`src/rtl/wr_pkg.sv`:
```
package wr_pkg;
  typedef enum logic [2:0] {
    OP_NOP     = 3'd0,
    OP_ENTRY   = 3'd1,
    OP_RETW    = 3'd2,
    OP_ROTW    = 3'd3,
    OP_WRWB    = 3'd4,
    OP_RESTORE = 3'd5,
    OP_MOVSP   = 3'd6
  } wr_op_e;

  typedef enum logic [3:0] {
    EXC_NONE    = 4'd0,
    EXC_ILLEGAL = 4'd1,
    EXC_OVF4    = 4'd2,
    EXC_OVF8    = 4'd3,
    EXC_OVF12   = 4'd4,
    EXC_UNF4    = 4'd5,
    EXC_UNF8    = 4'd6,
    EXC_UNF12   = 4'd7,
    EXC_ALLOCA  = 4'd8
  } wr_exc_e;

  localparam int DW = 32;
  localparam int SCAN_W = 5;  // groups above base inspected by entry
endpackage

```
`src/rtl/wr_map.sv`:
```
module wr_map #(
  parameter int WB_W = 3,
  parameter int PI_W = 5
) (
  input  logic [WB_W-1:0] wb_i,
  input  logic [3:0]      log_idx_i,
  output logic [PI_W-1:0] phys_idx_o
);
  // power-of-two file: truncation gives the wrap
  assign phys_idx_o = PI_W'({wb_i, 2'b00}) + PI_W'(log_idx_i);
endmodule

```
`src/rtl/wr_rot.sv`:
```
module wr_rot #(
  parameter int NGRP  = 8,
  parameter int WB_W  = 3,
  parameter int NOUT  = 5
) (
  input  logic [NGRP-1:0] ws_i,
  input  logic [WB_W-1:0] wb_i,
  output logic [NOUT-1:0] rot_o
);
  // rot_o[k] = ws[(wb + 1 + k) mod NGRP]
  for (genvar k = 0; k < NOUT; k++) begin : g_tap
    localparam logic [WB_W-1:0] OFS = WB_W'(k + 1);
    logic [WB_W-1:0] sel;
    assign sel      = wb_i + OFS;
    assign rot_o[k] = ws_i[sel];
  end
endmodule

```
`src/rtl/wr_scan.sv`:
```
module wr_scan
  import wr_pkg::*;
(
  input  logic [SCAN_W-1:0] rot_i,
  input  logic [1:0]        callinc_i,
  output logic              ovf_o,
  output logic [1:0]        step_o,
  output logic [3:0]        kind_o
);
  logic [2:0] span;
  logic       d0, d1;

  always_comb begin
    unique case (callinc_i)
      2'd0:    span = 3'b000;
      2'd1:    span = 3'b001;
      2'd2:    span = 3'b011;
      default: span = 3'b111;
    endcase
    ovf_o = |(rot_i[2:0] & span);

    if (rot_i[0])      step_o = 2'd1;
    else if (rot_i[1]) step_o = 2'd2;
    else               step_o = 2'd3;

    unique case (step_o)
      2'd1:    begin d0 = rot_i[1]; d1 = rot_i[2]; end
      2'd2:    begin d0 = rot_i[2]; d1 = rot_i[3]; end
      default: begin d0 = rot_i[3]; d1 = rot_i[4]; end
    endcase

    if (d0)      kind_o = EXC_OVF4;
    else if (d1) kind_o = EXC_OVF8;
    else         kind_o = EXC_OVF12;
  end
endmodule

```
`src/rtl/wreg_ctrl.sv`:
```
module wreg_ctrl
  import wr_pkg::*;
#(
  parameter  int NAREG = 32,
  localparam int NGRP  = NAREG / 4,
  localparam int WB_W  = $clog2(NGRP),
  localparam int PI_W  = $clog2(NAREG)
) (
  input  logic            clk_i,
  input  logic            rst_ni,
  input  logic            cmd_valid_i,
  input  logic [2:0]      cmd_op_i,
  input  logic            ps_woe_i,
  input  logic            ps_excm_i,
  input  logic [WB_W-1:0] ps_owb_i,
  input  logic [1:0]      callinc_i,
  input  logic [3:0]      spec_i,
  input  logic [DW-1:0]   imm_i,
  input  logic [DW-1:0]   sp_i,
  input  logic [DW-1:0]   a0_i,
  input  logic [1:0]      pc_hi_i,
  input  logic [3:0]      rot_i,
  input  logic [WB_W-1:0] wb_val_i,
  input  logic [3:0]      log_idx_i,
  output logic [PI_W-1:0] phys_idx_o,
  output logic [WB_W-1:0] window_base_o,
  output logic [NGRP-1:0] window_start_o,
  output logic [3:0]      exc_o,
  output logic [WB_W-1:0] owb_o,
  output logic            excm_set_o,
  output logic            sp_we_o,
  output logic [3:0]      sp_idx_o,
  output logic [DW-1:0]   sp_data_o,
  output logic            ret_valid_o,
  output logic [DW-1:0]   ret_pc_o
);
  logic [WB_W-1:0] wb_q, wb_d;
  logic [NGRP-1:0] ws_q, ws_d;
  logic [3:0]      exc_d;
  logic [WB_W-1:0] owb_d;
  logic            excm_d, we_d, rv_d;
  logic [3:0]      idx_d;
  logic [DW-1:0]   data_d, rpc_d;

  logic [SCAN_W-1:0] rot;
  logic              ovf;
  logic [1:0]        step;
  logic [3:0]        ovf_kind;

  wr_map #(.WB_W(WB_W), .PI_W(PI_W)) u_map (
    .wb_i(wb_q), .log_idx_i(log_idx_i), .phys_idx_o(phys_idx_o)
  );

  wr_rot #(.NGRP(NGRP), .WB_W(WB_W), .NOUT(SCAN_W)) u_rot (
    .ws_i(ws_q), .wb_i(wb_q), .rot_o(rot)
  );

  wr_scan u_scan (
    .rot_i(rot), .callinc_i(callinc_i),
    .ovf_o(ovf), .step_o(step), .kind_o(ovf_kind)
  );

  // groups below base, used by return and stack-move check
  logic            below1, below2, below3;
  logic [1:0]      ret_n, ret_m;
  logic            ret_bad, ent_bad;
  logic [WB_W-1:0] wb_ent, wb_ret, rot_amt;

  assign below1  = ws_q[wb_q - WB_W'(1)];
  assign below2  = ws_q[wb_q - WB_W'(2)];
  assign below3  = ws_q[wb_q - WB_W'(3)];
  assign ret_n   = a0_i[31:30];
  assign ret_m   = below1 ? 2'd1 : below2 ? 2'd2 : below3 ? 2'd3 : 2'd0;
  assign ret_bad = (ret_n == 2'd0) || (ret_m != 2'd0 && ret_m != ret_n) ||
                   !ps_woe_i || ps_excm_i;
  assign ent_bad = (spec_i > 4'd3) || !ps_woe_i || ps_excm_i;
  assign wb_ent  = wb_q + WB_W'(callinc_i);
  assign wb_ret  = wb_q - WB_W'(ret_n);
  assign rot_amt = WB_W'({{4{rot_i[3]}}, rot_i});

  always_comb begin
    wb_d   = wb_q;
    ws_d   = ws_q;
    exc_d  = EXC_NONE;
    owb_d  = wb_q;
    excm_d = 1'b0;
    we_d   = 1'b0;
    idx_d  = 4'd0;
    data_d = '0;
    rv_d   = 1'b0;
    rpc_d  = '0;
    if (cmd_valid_i) begin
      case (cmd_op_i)
        OP_ENTRY: begin
          if (ent_bad) begin
            exc_d = EXC_ILLEGAL;
          end else if (ovf) begin
            wb_d   = wb_q + WB_W'(step);
            exc_d  = ovf_kind;
            excm_d = 1'b1;
          end else begin
            we_d         = 1'b1;
            idx_d        = {callinc_i, spec_i[1:0]};
            data_d       = sp_i - imm_i;
            wb_d         = wb_ent;
            ws_d[wb_ent] = 1'b1;
          end
        end
        OP_RETW: begin
          if (ret_bad) begin
            exc_d = EXC_ILLEGAL;
          end else begin
            wb_d = wb_ret;
            if (ws_q[wb_ret]) begin
              ws_d[wb_q] = 1'b0;
              rv_d       = 1'b1;
              rpc_d      = {pc_hi_i, a0_i[29:0]};
            end else begin
              excm_d = 1'b1;
              unique case (ret_n)
                2'd1:    exc_d = EXC_UNF4;
                2'd2:    exc_d = EXC_UNF8;
                default: exc_d = EXC_UNF12;
              endcase
            end
          end
        end
        OP_ROTW:    wb_d = wb_q + rot_amt;
        OP_WRWB:    wb_d = wb_val_i;
        OP_RESTORE: wb_d = ps_owb_i;
        OP_MOVSP:   if (!(below1 || below2 || below3)) exc_d = EXC_ALLOCA;
        default: ;
      endcase
    end
  end

  always_ff @(posedge clk_i or negedge rst_ni) begin
    if (!rst_ni) begin
      wb_q        <= '0;
      ws_q        <= NGRP'(1);
      exc_o       <= EXC_NONE;
      owb_o       <= '0;
      excm_set_o  <= 1'b0;
      sp_we_o     <= 1'b0;
      sp_idx_o    <= 4'd0;
      sp_data_o   <= '0;
      ret_valid_o <= 1'b0;
      ret_pc_o    <= '0;
    end else begin
      wb_q        <= wb_d;
      ws_q        <= ws_d;
      exc_o       <= exc_d;
      owb_o       <= owb_d;
      excm_set_o  <= excm_d;
      sp_we_o     <= we_d;
      sp_idx_o    <= idx_d;
      sp_data_o   <= data_d;
      ret_valid_o <= rv_d;
      ret_pc_o    <= rpc_d;
    end
  end

  assign window_base_o  = wb_q;
  assign window_start_o = ws_q;


  single_result_chk: assert property (@(posedge clk_i) disable iff (!rst_ni)
    $countones({exc_o != 4'd0, sp_we_o, ret_valid_o}) <= 1);


  idle_hold_chk: assert property (@(posedge clk_i) disable iff (!rst_ni)
    !cmd_valid_i |=> $stable(wb_q) && $stable(ws_q) && exc_o == 4'd0);


  entry_live_chk: assert property (@(posedge clk_i) disable iff (!rst_ni)
    sp_we_o |-> ws_q[wb_q]);


  excm_kind_chk: assert property (@(posedge clk_i) disable iff (!rst_ni)
    excm_set_o |-> (exc_o >= 4'd2 && exc_o <= 4'd7));


  ret_pc_chk: assert property (@(posedge clk_i) disable iff (!rst_ni)
    ret_valid_o |-> ret_pc_o[31:30] == $past(pc_hi_i) && !ws_q[$past(wb_q)]);
endmodule

```
`config.mk`:
```
export PLATFORM = sky130hd
export DESIGN_NAME = wreg_ctrl
export DESIGN_NICKNAME = d
export VERILOG_FILES = /design/src/rtl/wr_pkg.sv /design/src/rtl/wr_map.sv /design/src/rtl/wr_rot.sv /design/src/rtl/wr_scan.sv /design/src/rtl/wreg_ctrl.sv
export SDC_FILE = /design/constraint.sdc
export NUM_CORES = 1
export LEC_CHECK = 0
export CORE_ASPECT_RATIO = 0.5
export CORE_MARGIN = 2
export CORE_UTILIZATION = 41
export DETAILED_ROUTE_END_ITERATION = 16
export PLACE_DENSITY = 0.75
export SETUP_SLACK_MARGIN = 0.02
export SLEW_MARGIN = 20
export SYNTH_ARGS = -nofsm -noshare
export SYNTH_HDL_FRONTEND = slang
export SYNTH_SLANG_ARGS = --single-unit
```
`constraint.sdc`:
```
create_clock -name clk_i -period 9.4 [get_ports clk_i]
set_input_delay 1.41 -clock clk_i [delete_from_list [all_inputs] [get_ports clk_i]]
set_output_delay 1.41 -clock clk_i [all_outputs]
set_load 0.05 [all_outputs]
```
==> run_results.csv <==
group,metric,value,unit
logic_synthesis,synth.yosys.seq_area_share,38.6,%
cts,cts_root_buffer,"clkbuf_16",
worst_setup_path,start_kind,"input pin",
layout,fin_cells,988,
cts,cts_inserted_buffers,9,
routing,first_pass_iters,7,
logic_synthesis,ys_ff_latch,89,
routing,drtIter0Drc,233,
sta,finalHoldViolCount,0,
hold_path,hp-start,"window_start_o[0]",
die,start_util,42.3,%
sta,rsz0062_at_grt,"false",
cts,postCtsSetupBuffers,0,
worst_setup_path,critPathKind,"input pin to output pin",
cts,holdBufCountCts,0,
sta,tightest_slew,0.944,ns
global_route,track_usage,19.8,%
logic_synthesis,async_flop_share,100,%
sta,period_needed,4.86,ns
cts,cts_resized,0,
sta,setup_viol,0,
worst_setup_path,regToRegSetupSlack,4.78,ns
routing,wl_per_cell,15.6,um
power,leakagePower,3.82,nW
sta,fin_crit_sh,51.7,%
logic_synthesis,synth_edf_count,0,
cts,clock-sinks,89,
layout,area.growth.synth_to_final,44.3,%
layout,fill_cells,1195,
worst_setup_path,ff2ff_path_depth,10,
worst_setup_path,cp_common_cell,"clkdlybuf4s50_1",
cts,h-tree-depth,3,
global_route,gr-total-overflow,0,
hold_path,hold_end,"window_start_o[0]",
placement,port-buffer-count,214,
cts,clk_pin_slew_worst_paths,0.06,ns
routing,routed_via_density,5.12,
die,io_pins,220,
die,core_region_area,13700,um2
global_route,grt_pass1_vias,4755,
layout,diodes,0,
routing,drt-total-wl,15400,um
hold_path,hp-class,"flip-flop to flip-flop",
worst_setup_path,cpPeakStageDelay,0.83,ns
worst_setup_path,cp-end-kind,"output pin",
sta,timing.hold.ws,0.615,ns
die,row_count,30,
die,fp.dieH,87.9,um
placement,gp_routability_congestion,0.822,
hold_path,hold_path_depth,1,
layout,drive_gt1_share,5.90,%
die,die_w,172,um
worst_setup_path,required,7.99,ns
global_route,grt_pass1_wl,23500,um
sta,slew_headroom,37.1,%
logic_synthesis,syn_avg_cell_area,9.89,um2
die,die_area,15100,um2
logic_synthesis,netlist_area,5770,um2
logic_synthesis,synth_cell_type_count,67,
placement,place_hpwl,11900,um
run,cap_violations,0,
routing,antenna_left,0,
logic_synthesis,syn_nets,758,
logic_synthesis,synth_warnings,0,
power,powerDensity,171,nW/um2
placement,dp.cells,972,
layout,nets,965,
worst_setup_path,critPathSlowestCell,"clkdlybuf4s50_1",
cts,cts_tree,"built",
worst_setup_path,timing.rr.end,"window_start_o[2]",
global_route,grt_max_degree,69,
worst_setup_path,cp_data_arrival_time,3.45,ns
sta,finalSetupTns,0,ns
cts,cts_max_path_buffers,2,
worst_setup_path,crit_chain,"clkdlybuf4s50_1 > ha_1 > inv_1 > fa_1 > xnor2_1 > clkdlybuf4s50_1",
sta,slew_viol_final,0,
layout,regArea,2230,um2
run_status,outcome,"finished clean",
layout,multi_input_area,3220,um2
global_route,antenna_found_initial,0,
sta,max_freq,0.206,GHz
worst_setup_path,crit_fanout,1,
logic_synthesis,synthFlopType,"dfrtp_1",
sta,timing.final.ws_setup,4.54,ns
worst_setup_path,r2r_start,"window_base_o[0]",
placement,place_ws,4.56,ns
logic_synthesis,syn_inst,584,
routing,vias,5063,
routing,drc,0,
power,peakVddDrop,0.000101,V
cts,clk_latency,0.33,ns
sta,finalClockSkew,0.00916,ns
==> state kept, by name (all words and copies together) (netlist names) <==
name and flops:
sp_idx_o 4, ret_pc_o 32, sp_we_o 1, window_start_o 8
owb_o 3, window_base_o 3, excm_set_o 1, ret_valid_o 1
exc_o 4, sp_data_o 32
==> final cells by class <==
cell class              instances  area share [%]
multi-input cells             424            38.6
flip-flops and latches         89            26.8
repair buffers                216            25.9
well taps                     192            2.88
clock buffers                  10            2.75
inverters                      51            2.30
clock inverters                 6           0.796
==> power by group <==
group          internal (mW)  switching, mW
sequential             0.400         0.0537
combinational          0.274          0.334
clock                  0.208          0.151
total                  0.882          0.539
==> worst max-delay path: cells and delay by family <==
kind	cells	cell delay, ns
buf+inv	3	1.34
fa+ha+maj	2	0.52
xor+xnor	1	0.17
==> metal layers <==
metal	global-route usage (%)	wire, um	share of wire (%)
met2	35.9	7770	50
met4	5.12	206	1.3
met1	25.2	6640	43
met5	0	0	0
met3	2.85	797	5.2
==> through the flow <==
step / area [um2] / utilization [%] / power, mW
2_1_floorplan: 5770 / - / 0.893
3_3_place_gp: 8030 / 58.8 / 1.05
3_5_place_dp: 8030 / 58.8 / 1.07
4_1_cts: 8330 / 61.0 / 1.43
5_1_grt: 8330 / 61.0 / 1.50
6_report: 8330 / 61.0 / 1.42
==> cell usage after synthesis, types with 10 or more instances <==
library cell / count / area share [%]
xnor2_1: 21 / 3.2
and2_1: 44 / 4.8
ha_1: 42 / 9.1
xor2_1: 10 / 1.5
nand2_1: 30 / 2.0
dfrtp_1: 88 / 38
nor2_1: 57 / 3.7
clkbuf_1: 10 / 0.65
a21o_1: 13 / 1.7
nand3_1: 18 / 1.6
mux2i_1: 16 / 2.8
o21ai_0: 19 / 1.6
a21oi_1: 30 / 2.6
inv_1: 49 / 3.2
==> layout by cell type, fill, tap and decap left out, drive strengths merged, types with 4 or more instances in the layout <==
cell type	netlist	routed
clkdlybuf4s50	0	213
dfrtp	88	88
nor2	57	57
inv	51	53
and2	44	44
ha	42	42
a21oi	32	32
nand2	30	30
o21ai	24	24
xnor2	21	21
nand3	19	19
mux2i	18	18
a21o	13	13
xor2	10	10
nor3	10	10
clkbuf	10	10
nand2b	9	9
mux4	9	9
mux2	8	8
fa	6	6
nor2b	5	5
o21a	5	5
a211oi	5	5
and4	4	4
nand4	4	4
a31oi	4	4
a32o	4	4
==> how the worst max path moves through the flow <==
stage,slack (ns),endpoint,startpoint
final,4.54,phys_idx_o[4],log_idx_i[2]
after detailed placement,4.56,phys_idx_o[4],log_idx_i[2]
after global routing,4.47,phys_idx_o[4],log_idx_i[2]
after global placement,4.58,phys_idx_o[4],log_idx_i[2]
after CTS,4.54,phys_idx_o[4],log_idx_i[2]
after floorplan,5.20,phys_idx_o[4],log_idx_i[2]
==> cells by family (layout without fill, tap and decap cells) <==
group           count (synthesis)  count (layout)  synth area share [%]
buf+inv                        71             283                  5.66
xor+xnor                       31              31                  4.70
flops                          89              89                  38.6
simple gates                  195             195                  17.4
mux                            35              35                  8.84
compound gates                115             115                  13.6
fa+ha+maj                      48              48                  11.2
Power figures use the tool's default switching activity.
